[src/rtl/ssadc_pkg.sv]
package ssadc_pkg;
   localparam int CFG_W   = 8;
   localparam int LEN_W   = 5;
   localparam int WORD_W  = 16;

   typedef struct packed {
      logic             rsvd;
      logic             go;
      logic             smp_en;
      logic [LEN_W-1:0] frame_len;
      logic [CFG_W-1:0] cfg_byte;
   } ctrl_word_t;

   function automatic ctrl_word_t unpack_word(input logic [WORD_W-1:0] w);
      ctrl_word_t c;
      c = ctrl_word_t'(w);
      return c;
   endfunction
endpackage

[src/rtl/ssadc_halfgen.sv]
module ssadc_halfgen #(
   parameter int HALF_DIV = 2
) (
   input  logic clk,
   input  logic rst_n,
   input  logic run,
   output logic tick
);
   localparam int CNT_W = (HALF_DIV > 1) ? $clog2(HALF_DIV) : 1;

   initial begin
      if (HALF_DIV < 1) $error("HALF_DIV must be at least 1");
   end

   generate
      if (HALF_DIV == 1) begin : g_every
         assign tick = run;
      end else begin : g_count
         logic [CNT_W-1:0] cnt_q;
         always_ff @(posedge clk or negedge rst_n) begin
            if (!rst_n)                                cnt_q <= '0;
            else if (!run)                             cnt_q <= '0;
            else if (cnt_q == CNT_W'(HALF_DIV - 1))    cnt_q <= '0;
            else                                       cnt_q <= cnt_q + 1'b1;
         end
         assign tick = run && (cnt_q == CNT_W'(HALF_DIV - 1));

         p_cnt_idle_r3: assert property (@(posedge clk) disable iff (!rst_n)
            !run |=> (cnt_q == '0));
      end
   endgenerate
endmodule

[src/rtl/ssadc_smpclk.sv]
module ssadc_smpclk #(
   parameter int HALF_DIV = 2
) (
   input  logic clk,
   input  logic rst_n,
   input  logic enable,
   output logic smp_clk
);
   localparam int CNT_W = (HALF_DIV > 1) ? $clog2(HALF_DIV) : 1;

   logic tog_q;

   generate
      if (HALF_DIV == 1) begin : g_fast
         always_ff @(posedge clk or negedge rst_n) begin
            if (!rst_n) tog_q <= 1'b0;
            else        tog_q <= ~tog_q;
         end
      end else begin : g_div
         logic [CNT_W-1:0] cnt_q;
         always_ff @(posedge clk or negedge rst_n) begin
            if (!rst_n) begin
               cnt_q <= '0;
               tog_q <= 1'b0;
            end else if (cnt_q == CNT_W'(HALF_DIV - 1)) begin
               cnt_q <= '0;
               tog_q <= ~tog_q;
            end else begin
               cnt_q <= cnt_q + 1'b1;
            end
         end
      end
   endgenerate

   assign smp_clk = tog_q & enable;

   p_smp_gated_r11: assert property (@(posedge clk) disable iff (!rst_n)
      !enable |-> !smp_clk);
endmodule

[src/rtl/ssadc_shifter.sv]
module ssadc_shifter #(
   parameter int CFG_W = 8,
   parameter int LEN_W = 5,
   parameter int RX_W  = 16
) (
   input  logic             clk,
   input  logic             rst_n,
   input  logic             load,
   input  logic [CFG_W-1:0] cfg_in,
   input  logic             active,
   input  logic [LEN_W-1:0] bit_idx,
   input  logic             sample,
   input  logic             sdi,
   output logic             sdo,
   output logic [RX_W-1:0]  rx_word
);
   logic [CFG_W-1:0] cfg_q;
   logic [RX_W-1:0]  rx_q;

   initial begin
      if (RX_W < 2)  $error("RX_W too small");
      if (CFG_W < 1) $error("CFG_W too small");
   end

   always_ff @(posedge clk or negedge rst_n) begin
      if (!rst_n)    cfg_q <= '0;
      else if (load) cfg_q <= cfg_in;
   end

   always_ff @(posedge clk or negedge rst_n) begin
      if (!rst_n)      rx_q <= '0;
      else if (sample) rx_q <= {rx_q[RX_W-2:0], sdi};
   end

   always_comb begin
      sdo = 1'b0;
      if (active && (32'(bit_idx) < CFG_W))
         sdo = cfg_q[CFG_W - 1 - 32'(bit_idx)];
   end

   assign rx_word = rx_q;

   p_rx_hold_r5: assert property (@(posedge clk) disable iff (!rst_n)
      !sample |=> $stable(rx_q));
   p_cfg_hold_r9: assert property (@(posedge clk) disable iff (!rst_n)
      (active && !load) |=> $stable(cfg_q));
   p_sdo_idle_r2: assert property (@(posedge clk) disable iff (!rst_n)
      !active |-> !sdo);
endmodule

[src/rtl/ssadc_ctrl.sv]
module ssadc_ctrl #(
   parameter int HALF_DIV = 2,
   parameter int RX_W     = 16
) (
   input  logic        clk,
   input  logic        rst_n,
   input  logic        wr_en,
   input  logic [15:0] wr_data,
   input  logic        rd_en,
   output logic [15:0] rd_data,
   output logic        busy,
   output logic        eot_irq,
   output logic        ser_clk,
   output logic        ser_sync,
   output logic        ser_out,
   input  logic        ser_in,
   output logic        smp_clk
);
   import ssadc_pkg::*;

   initial begin
      if (RX_W != WORD_W) $error("receive width must match bus width");
      if (HALF_DIV < 1)   $error("HALF_DIV must be at least 1");
   end

   ctrl_word_t       cw;
   logic             busy_q, sclk_q, sync_q, irq_q, smen_q;
   logic [LEN_W-1:0] len_q, bit_q;
   logic             tick, accept, zero_go, last_bit, done, rise;

   assign cw       = unpack_word(wr_data);
   assign accept   = wr_en && cw.go && !busy_q && (cw.frame_len != '0);
   assign zero_go  = wr_en && cw.go && !busy_q && (cw.frame_len == '0);
   assign last_bit = (bit_q == len_q - 1'b1);
   assign rise     = busy_q && tick && !sclk_q;
   assign done     = busy_q && tick && sclk_q && last_bit;

   ssadc_halfgen #(.HALF_DIV(HALF_DIV)) u_half (
      .clk  (clk),
      .rst_n(rst_n),
      .run  (busy_q),
      .tick (tick)
   );

   always_ff @(posedge clk or negedge rst_n) begin
      if (!rst_n) begin
         busy_q <= 1'b0;
         sclk_q <= 1'b0;
         sync_q <= 1'b0;
         bit_q  <= '0;
         len_q  <= '0;
      end else if (accept) begin
         busy_q <= 1'b1;
         sclk_q <= 1'b0;
         sync_q <= 1'b1;
         bit_q  <= '0;
         len_q  <= cw.frame_len;
      end else if (busy_q && tick) begin
         if (!sclk_q) begin
            sclk_q <= 1'b1;
            sync_q <= 1'b0;
         end else begin
            sclk_q <= 1'b0;
            if (last_bit) busy_q <= 1'b0;
            else          bit_q  <= bit_q + 1'b1;
         end
      end
   end

   always_ff @(posedge clk or negedge rst_n) begin
      if (!rst_n) irq_q <= 1'b0;
      else        irq_q <= (irq_q && !rd_en) || done || zero_go;
   end

   always_ff @(posedge clk or negedge rst_n) begin
      if (!rst_n)     smen_q <= 1'b0;
      else if (wr_en) smen_q <= cw.smp_en;
   end

   ssadc_shifter #(.CFG_W(CFG_W), .LEN_W(LEN_W), .RX_W(RX_W)) u_shift (
      .clk    (clk),
      .rst_n  (rst_n),
      .load   (accept),
      .cfg_in (cw.cfg_byte),
      .active (busy_q),
      .bit_idx(bit_q),
      .sample (rise),
      .sdi    (ser_in),
      .sdo    (ser_out),
      .rx_word(rd_data)
   );

   ssadc_smpclk #(.HALF_DIV(HALF_DIV)) u_smp (
      .clk    (clk),
      .rst_n  (rst_n),
      .enable (smen_q),
      .smp_clk(smp_clk)
   );

   assign busy     = busy_q;
   assign eot_irq  = irq_q;
   assign ser_clk  = sclk_q;
   assign ser_sync = sync_q;

   p_sclk_idle_r3: assert property (@(posedge clk) disable iff (!rst_n)
      !busy |-> !ser_clk);
   p_sync_first_half_r4: assert property (@(posedge clk) disable iff (!rst_n)
      ser_sync |-> (busy && !ser_clk));
   p_irq_on_done_r7: assert property (@(posedge clk) disable iff (!rst_n)
      $fell(busy) |-> eot_irq);
   p_busy_keeps_len_r9: assert property (@(posedge clk) disable iff (!rst_n)
      (busy && wr_en) |=> (busy ? $stable(len_q) : 1'b1));
   p_zero_no_busy_r10: assert property (@(posedge clk) disable iff (!rst_n)
      zero_go |=> (!busy && eot_irq));
endmodule

[config.mk]
export PLATFORM = sky130hd
export DESIGN_NAME = ssadc_ctrl
export DESIGN_NICKNAME = d
export VERILOG_FILES = /design/src/rtl/ssadc_pkg.sv /design/src/rtl/ssadc_halfgen.sv /design/src/rtl/ssadc_smpclk.sv /design/src/rtl/ssadc_shifter.sv /design/src/rtl/ssadc_ctrl.sv
export SDC_FILE = /design/constraint.sdc
export NUM_CORES = 1
export LEC_CHECK = 0
export ABC_AREA = 1
export BUFFER_PORTS_ARGS = -buffer_cell sky130_fd_sc_hd__buf_4
export CAP_MARGIN = 20
export CORE_ASPECT_RATIO = 0.75
export CORE_MARGIN = 4
export CORE_UTILIZATION = 53
export DETAILED_ROUTE_END_ITERATION = 12
export GPL_ROUTABILITY_DRIVEN = 0
export GPL_TIMING_DRIVEN = 0
export PLACE_DENSITY = 0.86
export SETUP_SLACK_MARGIN = 0.3
export SYNTH_ARGS = -nofsm -noshare
export SYNTH_HDL_FRONTEND = slang
export SYNTH_SLANG_ARGS = --single-unit
[constraint.sdc]
create_clock -name clk -period 1.9 [get_ports clk]
set_clock_uncertainty 0.15 [all_clocks]
set_input_delay 0.19 -clock clk [delete_from_list [all_inputs] [get_ports clk]]
set_output_delay 0.19 -clock clk [all_outputs]
set_load 0.02 [all_outputs]
==> flow_summary_export.csv <==
group,metric,value,unit
status,status,"completed",
critical_path,crit_path_max_incr_delay,0.37,ns
timing,rsz0062_at_grt,"yes",
clock_tree,cts_tree,"built",
logic_synthesis,synthFlopType,"dfrtp_1",
routing,route.vias.total,1925,
routing,final_antenna_net_count,0,
logic_synthesis,synthTopCellsByArea,"dfrtp_1, nand2_1, inv_1, o21ai_0, nor2_1",
critical_path,worstPathArrival,1.51,ns
critical_path,cpMostUsedCell,"nor2_1",
timing,setup_slack,0.0472,ns
logic_synthesis,synth_commonest_cells,"nand2_1, dfrtp_1, inv_1",
critical_path,critPathBufInv,2,
timing,worst_pin_slew,0.511,ns
critical_path,rr_worst_depth,11,
routing,firstDrtPassIters,4,
logic_synthesis,synth_top_cell_by_area,"dfrtp_1",
logic_synthesis,synth_edf_count,0,
timing,tns,0,ns
floorplan,io_pins,43,
clock_tree,clock_latency,0.30,ns
global_routing,grt_max_degree,43,
global_routing,antenna_found_initial,0,
critical_path,critPathSlowestCell,"dfrtp_1",
timing,finalMaxSlewViolations,0,
logic_synthesis,syn-cell-area,0.00198,sq mm
hold_path,hold_path_class,"in -> reg",
timing,fmax,540,MHz
layout,fill_cells,213,
logic_synthesis,yosysMostFrequentCell,"nand2_1",
logic_synthesis,synth_nets,276,
layout,area_growth_syn_to_layout,39.5,%
pwr,power,4.79,mW
placed_design,pre_cts_ws,0.0915,ns
pwr,irDropWorstVdd,0.938,mV
critical_path,critPathMaxFanout,6,
critical_path,required,1.56,ns
critical_path,crit_type,"reg -> out",
global_routing,grt_overflow,0,
floorplan,core,0.00345,sq mm
floorplan,die-area,0.00479,sq mm
floorplan,rows,18,
critical_path,critPathCaptureType,"output pin",
routing,drt-initial-drc-count,194,
floorplan,initial_utilization,0.575,
run,maxCapViolCount,0,
logic_synthesis,synthArstFlopShare,1.00,
global_routing,grt_pass1_vias,1760,
timing,timing.final.crit_share,0.975,
global_routing,grt_pass1_wl,8190,microns
layout,nNetsFinal,345,
placed_design,dp_hpwl,3120,microns
layout,diodes,0,
clock_tree,cts_made_buffers,5,
critical_path,path_cells,"buf_6, o21ai_1, o22ai_2, nor2_1, nor2_1, buf_4",
pwr,leakagePower,1.51,nW
pwr,power_density,1730,mW/mm^2
critical_path,crit_family,"flip-flops",
routing,drc,0,
layout,drive_gt1_frac,0.288,
hold_path,hold_depth,4,
critical_path,crit_cells,6,
timing,hold_violations,0,
routing,routed_wl,5370,microns
logic_synthesis,ys_warn_count,0,
layout,fin_cells,373,
logic_synthesis,yosysSeqAreaShare,0.531,
clock_tree,cts.sinks,42,
placed_design,dpl.cell_count,344,
timing,maxSlewHeadroom,0.659,
routing,drt-vias-per-instance,5.16,
routing,wire_per_inst,14.4,microns
clock_tree,h-tree-depth,2,
logic_synthesis,postSynthAreaPerCell,7.83,sq um
logic_synthesis,synth_seq_cells,42,
placed_design,portBuffers,41,
logic_synthesis,synthCells,253,
floorplan,die-width,78.6,microns
clock_tree,cts.path.max_buffers,2,
timing,min_period,1.85,ns
critical_path,cp-start-kind,"flop",
floorplan,dieHeight,60.9,microns
logic_synthesis,synth_top_area_frac,0.531,
clock_tree,cts_root_buffer,"clkbuf_8",
timing,finalSetupViolCount,0,
clock_tree,clk_pin_slew,0.08,ns
layout,fin_util,0.802,
global_routing,grt_usage,0.230,
logic_synthesis,synth_cell_types,22,
area by class of cell:
type / instances / area, sq um / share of cell area
Buffer: 7 / 48.8 / 0.0177
Clock buffer: 5 / 68.8 / 0.0249
Clock inverter: 3 / 45.0 / 0.0163
Inverter: 25 / 101 / 0.0367
Multi-Input combinational cell: 179 / 882 / 0.319
Sequential cell: 42 / 1050 / 0.381
Tap cell: 50 / 62.6 / 0.0226
Timing Repair Buffer: 62 / 500 / 0.181
worst min-delay path, cell delays in order:
cell	delay, ns
buf_4	0.11
inv_1	0.04
a21oi_1	0.07
o21ai_2	0.05
per-stage QoR:
step                area [sq um]  hold WS, ns
floorplan                   2000       -0.256
global placement            2370       0.0440
CTS                         2680       0.0367
finish                      2760       0.0423
detailed placement          2370       0.0492
global route                2760       0.0675
layer usage:
metal	GRT usage	vias up	share of wire
met2	0.393	87	0.51
met4	0.102	0	0.038
met5	0	-	0
met3	0.0504	23	0.059
met1	0.288	900	0.39
li1	-	915	-
registers in the layout, summed over array words and instances, names as in the netlist, 5 cells and up:
signal	cells
u_shift.rx_word	16
u_shift.cfg_q	8
bit_q	5
len_q	5
timing repair:
item | in CTS | in global routing
endpoints found under the hold margin | 54 | 0
setup endpoints to repair | 9 | 28
pin swaps | 7 | 10
buffers inserted | 6 | 1
hold buffers | 14 | 0
gates resized for setup | 9 | 24
final timing paths:
path / startpoint / to / slack (ns)
setup / recovery: bit_q[0]$_DFFE_PN0P_ / ser_out / 0.05
hold / removal: rd_en / eot_irq$_DFF_PN0_ / 0.04
setup reg to reg: len_q[0]$_DFFE_PN0P_ / bit_q[2]$_DFFE_PN0P_ / 0.14
hold reg to reg: u_smp.g_div.cnt_q$_DFF_PN0_ / u_smp.g_div.cnt_q$_DFF_PN0_ / 0.29
max in group asynchronous: rst_n / bit_q[1]$_DFFE_PN0P_ / 0.98
min in group asynchronous: rst_n / u_shift.rx_word[0]$_DFFE_PN0P_ / 0.25
power breakdown:
part	internal (mW)	leakage [nW]	switching (mW)
Combinational	0.986	0.924	1.52
Clock	0.391	0.0504	0.326
Sequential	1.26	0.534	0.303
cell families (layout without fill, tap and decap cells):
logic type	Yosys count	in the layout	share of synthesized area
XOR/XNOR	4	4	0.0177
flip-flops	42	42	0.531
AO/OA/AOI/OAI	19	19	0.0493
adder cells (fa/ha/maj)	2	2	0.0126
AND/OR/NAND/NOR	153	153	0.313
buffers and inverters	32	102	0.0708
multiplexers	1	1	0.00569
cell usage in the layout, fill, tap and decap left out, types with 4 or more instances in the layout:
master	instances
nor2_1	14
nand2_1	112
inv_2	5
dfrtp_1	40
nand2_2	5
dlygate4sd3_1	14
nand3_1	7
o21ai_0	8
buf_4	50
nand4_1	4
inv_1	19
clkbuf_8	5
o21ai_1	4
(Power assumes the default switching activity.)
